`config.mk`:
```
export PLATFORM = sky130hd
export DESIGN_NAME = cap_gate
export DESIGN_NICKNAME = d
export VERILOG_FILES = /design/src/rtl/cap_gate_pkg.sv /design/src/rtl/cap_regfile.sv /design/src/rtl/cap_check.sv /design/src/rtl/cap_out_stage.sv /design/src/rtl/cap_gate.sv
export SDC_FILE = /design/constraint.sdc
export NUM_CORES = 1
export LEC_CHECK = 0
export BUFFER_PORTS_ARGS = -buffer_cell sky130_fd_sc_hd__buf_2
export CAP_MARGIN = 20
export CORE_UTILIZATION = 60
export DETAILED_ROUTE_END_ITERATION = 16
export GPL_TIMING_DRIVEN = 0
export PLACE_DENSITY = 0.82
export SLEW_MARGIN = 10
export SYNTH_ARGS = -nofsm -noshare
export SYNTH_HDL_FRONTEND = slang
export SYNTH_SLANG_ARGS = --single-unit
```
`constraint.sdc`:
```
create_clock -name clk_i -period 6.55 [get_ports clk_i]
set_input_delay 1.6375 -clock clk_i [delete_from_list [all_inputs] [get_ports clk_i]]
set_output_delay 1.6375 -clock clk_i [all_outputs]
set_load 0.1 [all_outputs]
```
`src/rtl/cap_gate_pkg.sv`:
```
package cap_gate_pkg;
  typedef enum logic {
    OP_READ  = 1'b0,
    OP_WRITE = 1'b1
  } op_e;
endpackage

```
`src/rtl/cap_regfile.sv`:
```
module cap_regfile #(
  parameter int NCAP = 8,
  parameter int AW   = 32,
  parameter int LW   = 4,
  localparam int IW  = $clog2(NCAP)
) (
  input  logic          clk_i,
  input  logic          rst_ni,
  input  logic          cfg_we_i,
  input  logic [IW-1:0] cfg_idx_i,
  input  logic          cfg_en_i,
  input  logic [AW-1:0] cfg_base_i,
  input  logic [AW-1:0] cfg_size_i,
  input  logic          cfg_rd_i,
  input  logic          cfg_wr_i,
  input  logic [LW-1:0] cfg_label_i,
  input  logic [IW-1:0] rd_idx_i,
  output logic          rd_en_o,
  output logic [AW-1:0] rd_base_o,
  output logic [AW-1:0] rd_size_o,
  output logic          rd_r_o,
  output logic          rd_w_o,
  output logic [LW-1:0] rd_label_o
);
  logic          en_q    [NCAP];
  logic [AW-1:0] base_q  [NCAP];
  logic [AW-1:0] size_q  [NCAP];
  logic          r_q     [NCAP];
  logic          w_q     [NCAP];
  logic [LW-1:0] label_q [NCAP];

  for (genvar i = 0; i < NCAP; i++) begin : g_slot
    always_ff @(posedge clk_i or negedge rst_ni) begin
      if (!rst_ni) begin
        en_q[i]    <= 1'b0;
        base_q[i]  <= '0;
        size_q[i]  <= '0;
        r_q[i]     <= 1'b0;
        w_q[i]     <= 1'b0;
        label_q[i] <= '0;
      end else if (cfg_we_i && (cfg_idx_i == IW'(i))) begin
        en_q[i]    <= cfg_en_i;
        base_q[i]  <= cfg_base_i;
        size_q[i]  <= cfg_size_i;
        r_q[i]     <= cfg_rd_i;
        w_q[i]     <= cfg_wr_i;
        label_q[i] <= cfg_label_i;
      end
    end
  end

  assign rd_en_o    = en_q[rd_idx_i];
  assign rd_base_o  = base_q[rd_idx_i];
  assign rd_size_o  = size_q[rd_idx_i];
  assign rd_r_o     = r_q[rd_idx_i];
  assign rd_w_o     = w_q[rd_idx_i];
  assign rd_label_o = label_q[rd_idx_i];
endmodule

```
`src/rtl/cap_check.sv`:
```
module cap_check
  import cap_gate_pkg::*;
#(
  parameter int AW = 32
) (
  input  logic          en_i,
  input  logic [AW-1:0] base_i,
  input  logic [AW-1:0] size_i,
  input  logic          r_i,
  input  logic          w_i,
  input  logic [AW-1:0] addr_i,
  input  logic          write_i,
  output logic          ok_o
);
  logic [AW:0] addr_x, base_x, end_x;
  logic        in_range, perm;
  op_e         op;

  // one extra bit so base + size never wraps
  assign addr_x   = {1'b0, addr_i};
  assign base_x   = {1'b0, base_i};
  assign end_x    = base_x + {1'b0, size_i};
  assign in_range = (addr_x >= base_x) && (addr_x < end_x);
  assign op       = write_i ? OP_WRITE : OP_READ;

  always_comb begin
    unique case (op)
      OP_WRITE: perm = w_i;
      default:  perm = r_i;
    endcase
  end

  assign ok_o = en_i && in_range && perm;
endmodule

```
`src/rtl/cap_out_stage.sv`:
```
module cap_out_stage #(
  parameter int AW = 32,
  parameter int DW = 32,
  parameter int LW = 4
) (
  input  logic          clk_i,
  input  logic          rst_ni,
  input  logic          take_i,
  input  logic          pass_i,
  input  logic          write_i,
  input  logic [AW-1:0] addr_i,
  input  logic [DW-1:0] wdata_i,
  input  logic [LW-1:0] label_i,
  output logic          ready_o,
  output logic          valid_o,
  input  logic          out_ready_i,
  output logic          write_o,
  output logic [AW-1:0] addr_o,
  output logic [DW-1:0] wdata_o,
  output logic [LW-1:0] label_o
);
  logic valid_q;

  assign ready_o = !valid_q || out_ready_i;
  assign valid_o = valid_q;

  always_ff @(posedge clk_i or negedge rst_ni) begin
    if (!rst_ni) begin
      valid_q <= 1'b0;
    end else if (take_i) begin
      valid_q <= pass_i;  // a refused request leaves nothing behind
    end else if (out_ready_i) begin
      valid_q <= 1'b0;
    end
  end

  always_ff @(posedge clk_i or negedge rst_ni) begin
    if (!rst_ni) begin
      write_o <= 1'b0;
      addr_o  <= '0;
      wdata_o <= '0;
      label_o <= '0;
    end else if (take_i && pass_i) begin
      write_o <= write_i;
      addr_o  <= addr_i;
      wdata_o <= wdata_i;
      label_o <= label_i;
    end
  end
endmodule

```
`src/rtl/cap_gate.sv`:
```
module cap_gate #(
  parameter int NCAP = 8,
  parameter int AW   = 32,
  parameter int DW   = 32,
  parameter int LW   = 4,
  localparam int IW  = $clog2(NCAP)
) (
  input  logic          clk_i,
  input  logic          rst_ni,
  input  logic          req_valid_i,
  output logic          req_ready_o,
  input  logic          req_write_i,
  input  logic [AW-1:0] req_addr_i,
  input  logic [DW-1:0] req_wdata_i,
  input  logic [IW-1:0] req_cap_i,
  output logic          net_valid_o,
  input  logic          net_ready_i,
  output logic          net_write_o,
  output logic [AW-1:0] net_addr_o,
  output logic [DW-1:0] net_wdata_o,
  output logic [LW-1:0] net_label_o,
  input  logic          cfg_valid_i,
  input  logic [IW-1:0] cfg_idx_i,
  input  logic          cfg_en_i,
  input  logic [AW-1:0] cfg_base_i,
  input  logic [AW-1:0] cfg_size_i,
  input  logic          cfg_rd_i,
  input  logic          cfg_wr_i,
  input  logic [LW-1:0] cfg_label_i
);
  logic          slot_en, slot_r, slot_w;
  logic [AW-1:0] slot_base, slot_size;
  logic [LW-1:0] slot_label;
  logic          pass, take;

  cap_regfile #(.NCAP(NCAP), .AW(AW), .LW(LW)) u_rf (
    .clk_i       (clk_i),
    .rst_ni      (rst_ni),
    .cfg_we_i    (cfg_valid_i),
    .cfg_idx_i   (cfg_idx_i),
    .cfg_en_i    (cfg_en_i),
    .cfg_base_i  (cfg_base_i),
    .cfg_size_i  (cfg_size_i),
    .cfg_rd_i    (cfg_rd_i),
    .cfg_wr_i    (cfg_wr_i),
    .cfg_label_i (cfg_label_i),
    .rd_idx_i    (req_cap_i),
    .rd_en_o     (slot_en),
    .rd_base_o   (slot_base),
    .rd_size_o   (slot_size),
    .rd_r_o      (slot_r),
    .rd_w_o      (slot_w),
    .rd_label_o  (slot_label)
  );

  cap_check #(.AW(AW)) u_check (
    .en_i    (slot_en),
    .base_i  (slot_base),
    .size_i  (slot_size),
    .r_i     (slot_r),
    .w_i     (slot_w),
    .addr_i  (req_addr_i),
    .write_i (req_write_i),
    .ok_o    (pass)
  );

  assign take = req_valid_i && req_ready_o;

  cap_out_stage #(.AW(AW), .DW(DW), .LW(LW)) u_out (
    .clk_i       (clk_i),
    .rst_ni      (rst_ni),
    .take_i      (take),
    .pass_i      (pass),
    .write_i     (req_write_i),
    .addr_i      (req_addr_i),
    .wdata_i     (req_wdata_i),
    .label_i     (slot_label),
    .ready_o     (req_ready_o),
    .valid_o     (net_valid_o),
    .out_ready_i (net_ready_i),
    .write_o     (net_write_o),
    .addr_o      (net_addr_o),
    .wdata_o     (net_wdata_o),
    .label_o     (net_label_o)
  );
endmodule

```
* After elaboration in Yosys (flattened, before gate mapping) *
Cells that the tools add are included.

cells by class
  add/subtract/negate cells = 1
  magnitude comparators = 3
  eq/ne operators = 7
  mux-type cells = 22
  bitwise operators = 1
  reduce and logical (&&, ||, !) cells = 17

operator list
  operator              number
  $bmux W32 S3          2
  $mux W32              4
  $add A32 B32 Y33      1
  $lt A32 B33 Y1        1
  $ge A32 B32 Y1        1
  $logic_and A1 B1 Y1   13
  $bmux W4 S3           1
  $eq A3 B3 Y1 const B  4
  $mux W1               10
  $bmux W1 S3           3
  $mux W4               2
  $eq A3 B2 Y1 const B  2
  $ge A4 B4 Y1 const B  1
  $not A3 Y4            1
  $eq A3 B1 Y1 const B  1
  $logic_not A3 Y1      1
  $reduce_bool A2 Y1    1
  $logic_not A1 Y1      1
  $logic_or A1 B1 Y1    1

word-level totals
  register bits after elaboration = 638
  bits of input ports = 147
  output and inout port bits = 71
  word-level logic and storage cells = 104

* Logic depth before layout (Yosys ltp) *
  word-level depth = 10
  gate-level depth with buffers = 28
  mapped depth without buffers = 22

* Modules after synthesis *
Synthesis repeated with hierarchy kept, for this count alone.

second synthesis, totals
  cells, all modules = 2007
  area total of the unflattened synthesis = 30989.7 um^2

by module, submodules not included
  module         times used  cells each  area each (um^2)  seq. area each (um^2)
  cap_regfile    1           1460        25238.0           14213.6
  cap_check      1           397         3081.7            0.0
  cap_out_stage  1           149         2663.8            1751.7
  cap_gate       1           1           6.3               0.0

* Least setup slack after synthesis *
Ideal clock, no wire load.

  kind = input to register
  from = input port req_cap_i[0]
  to = register u_out.addr_o[0]
  data arrival time = 7892 ps
  required time = 6425 ps
  slack = -1467 ps
  cell stages on the path = 28
  buffers on the path = 6
  cells stage by stage = clkbuf_1 buf_2 clkbuf_1 buf_1 mux4_2 mux2_2 ha_1 inv_1 fa_1 and2b_1 o31a_1 o2111ai_1 a2111oi_4 o211a_1 o21ai_0 mux2i_1 a2111oi_0 ha_1 o21ai_0 nand2b_1 a21oi_1 a211oi_1 o21ai_0 a221oi_1 or4_1 buf_6 buf_12 mux2_4

on the way
  longest elaborated chain between the ends = 10

ends and longest elaborated chain
  item                                              RTL line                              RTL
  start, declared                                   cap_gate.sv:15                        input logic [IW-1:0] req_cap_i,
  $not A3 Y4 (implied by the code) (*)              -
  $bmux W32 S3, on equally long branches            cap_regfile.sv:53, cap_regfile.sv:54
  $mux W32, on equally long branches (2 in series)  cap_regfile.sv:53, cap_regfile.sv:54
  $add A32 B32 Y33                                  cap_check.sv:22                       assign end_x = base_x + {1'b0, size_i};
  $lt A32 B33 Y1                                    cap_check.sv:23                       assign in_range = (addr_x >= base_x) && (addr_x < end_x);
  $logic_and A1 B1 Y1                               cap_check.sv:23
  $logic_and A1 B1 Y1                               cap_check.sv:33                       assign ok_o = en_i && in_range && perm;
  $logic_and A1 B1 Y1 (*)                           cap_check.sv:33
  $logic_and A1 B1 Y1 (*)                           cap_out_stage.sv:43                   end else if (take_i && pass_i) begin
  end signal, assigned                              cap_out_stage.sv:45                   addr_o <= addr_i;
  end, declared                                     cap_out_stage.sv:18                   output logic [AW-1:0] addr_o,

Every way passes the cells marked *; elsewhere a longest branch is shown, timed or not. The select of a mux whose other input is x is not followed.
A chain may end at the register's enable or synchronous reset.

* Final worst setup path *
  from = input port req_cap_i[0]
  to = register u_out.wdata_o[24]

on the way
  longest elaborated chain between the ends = 10

ends and longest elaborated chain
  item                                              RTL line                              RTL
  $not A3 Y4 (implied by the code) (*)              -
  $bmux W32 S3, on equally long branches            cap_regfile.sv:53, cap_regfile.sv:54
  $mux W32, on equally long branches (2 in series)  cap_regfile.sv:53, cap_regfile.sv:54
  $add A32 B32 Y33                                  cap_check.sv:22
  $lt A32 B33 Y1                                    cap_check.sv:23
  $logic_and A1 B1 Y1                               cap_check.sv:23
  $logic_and A1 B1 Y1                               cap_check.sv:33
  $logic_and A1 B1 Y1 (*)                           cap_check.sv:33
  $logic_and A1 B1 Y1 (*)                           cap_out_stage.sv:43
  end signal, assigned                              cap_out_stage.sv:46                   wdata_o <= wdata_i;
  end, declared                                     cap_out_stage.sv:19                   output logic [DW-1:0] wdata_o,

Marked as above.

==> tab_implementation.tex <==
\begin{tabular}{lr}
\hline
Metric & Value \\
\hline
\multicolumn{2}{l}{\textbf{Clocking}} \\
Number of buffers inserted by hold repair at cts & 0 \\
Maximum level of the CTS H-tree & 3 \\
TritonCTS clock tree & built \\
Clock-pin slew on the worst setup and hold paths & around 0.060 ns \\
Clock root buffer master & clkbuf\_16 \\
Clock latency reported for the late side of the worst-skew pair & slightly above 0.6 ns \\
Inserted Clock Buffers & 67 \\
Max Buffers Root-to-Sink & 3 \\
Count of clock tree sinks & 638 \\
\multicolumn{2}{l}{\textbf{Timing}} \\
Worst path setup slack after routing & -0.1507 ns \\
Setup Viol. Count Final & approximately 70 \\
Ratio of final minimum period to clock period & 1.023 \\
Worst slew margin & 0.3364 \\
Shortest period the worst path allows & about 6.7 ns \\
Transition at the pin with the smallest max-transition slack & around 1 ns \\
Setup repair after global routing missed its margin & yes \\
Achievable frequency & $\sim$150 MHz \\
Slew Limit Fails & 0 \\
Number of failing hold endpoints at the final stage & 0 \\
Skew final & just over 0.03 ns \\
\multicolumn{2}{l}{\textbf{Logic synthesis}} \\
Asr flop ratio synth & 1.000 \\
Syn Inst Count & around 2.0k \\
Post-synth top flop & dfrtp\_1 \\
Cell area after technology mapping & between 30000 and 40000 sq um \\
Post-Synthesis Net Count & 2288 \\
Unique masters post-synth & between 60 and 70 \\
Number of enable flip-flop cells after synthesis & 0 \\
Sequential share of the synthesized area & 0.5136 \\
Flip-flop and latch count after synthesis & 638 \\
Share of the synthesized area in the top cell type & 0.5136 \\
Main area contributors after synthesis & dfrtp\_1 51\%, mux2\_2 22\%, mux4\_2 9.9\% \\
Number of warnings reported in the yosys synthesis log & 0 \\
Largest area contributor in the netlist & dfrtp\_1 \\
Mean area per synthesized cell & roughly 15 sq um \\
\multicolumn{2}{l}{\textbf{Critical path}} \\
Critical path launch point type & primary input \\
Launching instance or port of the critical path & req\_cap\_i[0] \\
CP arrival & around 7.2 ns \\
Number of cells on the worst reg-to-reg path & 23 \\
Highest fanout seen on the critical path & 10 \\
Worst path required time & 7.04 ns \\
Classification of the worst setup path & primary input to flip-flop \\
Worst R2R Start & u\_rf.base\_q[7] \\
CP Capture Type & flip-flop \\
\multicolumn{2}{l}{\textbf{Worst hold path}} \\
HP Class & flip-flop to flip-flop \\
Number of cells on the worst hold path & 1 \\
Hold\_sp & u\_rf.base\_q[55] \\
\multicolumn{2}{l}{\textbf{Power}} \\
Total power & 15240 uW \\
Worst VDD drop & 444.7 uV \\
Leakage & 0.01625 uW \\
PD cells & 416.0 nW/um\^{}2 \\
\multicolumn{2}{l}{\textbf{Global route}} \\
Global-route wire length before repair & between 100 and 150 mm \\
Aggregate global routing overflow & 0 \\
Routing usage on met1 & 0.3963 \\
Global routing met2 resource utilization & 0.4954 \\
Tot GR Track Use & 0.3041 \\
Most Used Layer, Global Route & met2 \\
Number of global-route vias before repair & 20.81k \\
Initial antenna violation count & 10 \\
Maximum number of pins on one net before global-route repair & about 120 \\
GRT met3 Usage & 0.05528 \\
\multicolumn{2}{l}{\textbf{Place}} \\
Number of I/O port buffers & around 210 \\
Estimated wirelength of the detail-placed design & $\sim$53 mm \\
RePlAce Congestion & between 0.9 and 1 \\
\multicolumn{2}{l}{\textbf{Route}} \\
Drt drc & 0 \\
Detailed-router iteration count before antenna repair & 5 \\
Via density & about 6.2 \\
DR vias & 19.08k \\
Total wire length & $\sim$78 mm \\
Wire length per cell after detailed routing & 25.11 um \\
Number of antenna-violating nets in the routed design & 0 \\
Initial DRC count & 1208 \\
\multicolumn{2}{l}{\textbf{Floorplan}} \\
Horizontal extent of the die & between 200 and 250 um \\
Area of the die & roughly 53000 sq um \\
Vertical die dimension & about 230 um \\
Floorplan row count & between 80 and 90 \\
Placeable Area & about 51000 sq um \\
Effective utilization at floorplan & 0.6071 \\
Top-level port count & approximately 220 \\
\multicolumn{2}{l}{\textbf{Cells and area}} \\
Filler cell count & about 3.1k \\
Final cell utilization of the core & 0.7159 \\
Number of nets in the finished design & 2601 \\
Synthesis-to-layout area growth & 17.91\% \\
Layout cell share with drive strength beyond 1 & 0.5316 \\
\multicolumn{2}{l}{\textbf{Flow run}} \\
Number of violations of the max-capacitance limit & 0 \\
\multicolumn{2}{l}{\textbf{Status}} \\
Run status & complete, but fails checks \\
Failing checks & setup timing \\
\hline
\end{tabular}
-- area by class of cell --
class / instances / area [sq um] / share of cell area
Antenna cell: 7 / 17.52 / 0.0004779
Buffer: 112 / 1027 / 0.02803
Clock buffer: 101 / 1977 / 0.05394
Clock inverter: 14 / 185.2 / 0.005053
Inverter: 41 / 156.4 / 0.004267
Multi-Input combinational cell: 1249 / 14910 / 0.4068
Sequential cell: 638 / 15970 / 0.4356
Tap cell: 680 / 850.8 / 0.02321
Timing Repair Buffer: 249 / 1563 / 0.04264
-- worst paths after layout --
check                                    end  slack [ns]
max                        u_out.wdata_o[24]       -0.15
min                          u_rf.base_q[55]        0.50
max reg2reg                u_out.wdata_o[24]        1.00
min reg2reg                  u_rf.base_q[55]        0.50
max in group asynchronous   u_rf.base_q[118]        3.35
min in group asynchronous  u_out.wdata_o[19]        1.03
-- placed cells by master (no fill, tap or decap), drive strengths merged, types with 30 or more instances in the layout --
cell / instances
mux4: 136
inv: 45
mux2i: 39
ha: 95
dfrtp: 638
clkbuf: 191
nand2: 30
buf: 270
a21oi: 42
mux2: 675
-- stage by stage --
step                      hold WS [ns]  area (sq um)  setup WS (ns)  setup TNS (ns)  instances
final                           0.4995         36650        -0.1507          -9.468       3091
after global routing            0.5039         36650        -0.2963          -19.55       3091
after CTS                       0.5001         36480        -0.1248          -7.059       3082
after detailed placement        0.4870         33350         -2.425         -166.83       2941
after global placement          0.4808         33170         -8.314        -5395.75       2934
after floorplan                 0.4723         31270        -0.4575          -31.79       2045
-- Yosys cell counts (3+ instances only) --
| library cell | number |
|---|---|
| o31ai_1 | 4 |
| dfrtp_1 | 638 |
| nand4b_1 | 3 |
| o211ai_1 | 6 |
| xor2_1 | 16 |
| mux2_4 | 69 |
| nand4_1 | 15 |
| a31oi_1 | 4 |
| o21bai_1 | 5 |
| ha_1 | 95 |
| and2_1 | 3 |
| o21a_1 | 3 |
| inv_1 | 41 |
| buf_12 | 7 |
| mux4_2 | 136 |
| a21boi_0 | 3 |
| clkbuf_1 | 93 |
| o221ai_1 | 3 |
| o21ai_0 | 26 |
| nand3_1 | 18 |
| nor2_1 | 27 |
| nand2_1 | 30 |
| buf_1 | 12 |
| buf_2 | 4 |
| nand2b_1 | 3 |
| a21o_1 | 18 |
| mux2i_1 | 39 |
| nor3_1 | 12 |
| mux2_2 | 606 |
| a211oi_1 | 7 |
| xnor2_1 | 12 |
| nor2b_1 | 3 |
| nor3b_1 | 4 |
| a21oi_1 | 42 |
-- kinds of logic (layout without fill, tap and decap cells) --
logic type / Yosys count / count (layout) / synth area share
xor+xnor: 28 / 28 / 0.007890
buf+inv: 158 / 517 / 0.02315
simple gates: 135 / 135 / 0.02258
compound gates: 140 / 140 / 0.02987
fa+ha+maj: 96 / 96 / 0.03889
flops: 638 / 638 / 0.5136
mux: 850 / 850 / 0.3640
other cells: 0 / 7 / 0
-- power by group --
group / internal, uW / switching (uW) / leakage [uW]
logic: 2430 / 3600 / 0.00754
clock network: 2210 / 1530 / 0.00106
registers: 4940 / 534 / 0.00766
total: 9580 / 5670 / 0.0163
-- critical path, cell delays in order --
cell and delay, ns:
clkbuf_16 0.13, clkbuf_16 0.18, buf_16 0.15, mux4_2 0.52, mux2_4 0.30, ha_4 0.17, inv_4 0.05, fa_2 0.19
and2b_1 0.19, o31a_1 0.30, o2111ai_4 0.30, a2111oi_4 0.12, o211a_1 0.29, and2b_2 0.27, o21ai_2 0.07, xnor2_1 0.15
ha_1 0.31, a21oi_2 0.12, nor2b_1 0.05, o21ai_1 0.13, o211ai_1 0.11, nor2_2 0.17, a221oi_2 0.08, or4_4 0.52
buf_12 0.19, buf_12 0.15, mux2_4 0.30
-- timing repair --
item,4_1_cts,5_1_grt
cloned,3,0
setup buffers,27,3
pin swaps,12,6
endpoints found under the setup margin,70,70
gates resized for setup,144,37
-- routing by layer --
layer,routed length (um),vias up,share of wire
met2,38410,505,0.49
li1,-,8310,-
met4,3562,6,0.046
met3,4090,164,0.053
met5,42,-,0.00054
met1,31530,10100,0.41
-- flip-flops by register name, summed over array words and instances (netlist names), 4 cells and up --
register       flops
u_out.addr_o      32
u_out.label_o      4
u_out.wdata_o     32
u_rf.base_q      256
u_rf.en_q          8
u_rf.label_q      32
u_rf.r_q           8
u_rf.size_q      256
u_rf.w_q           8
No activity file was read; power rests on OpenSTA's default activity.
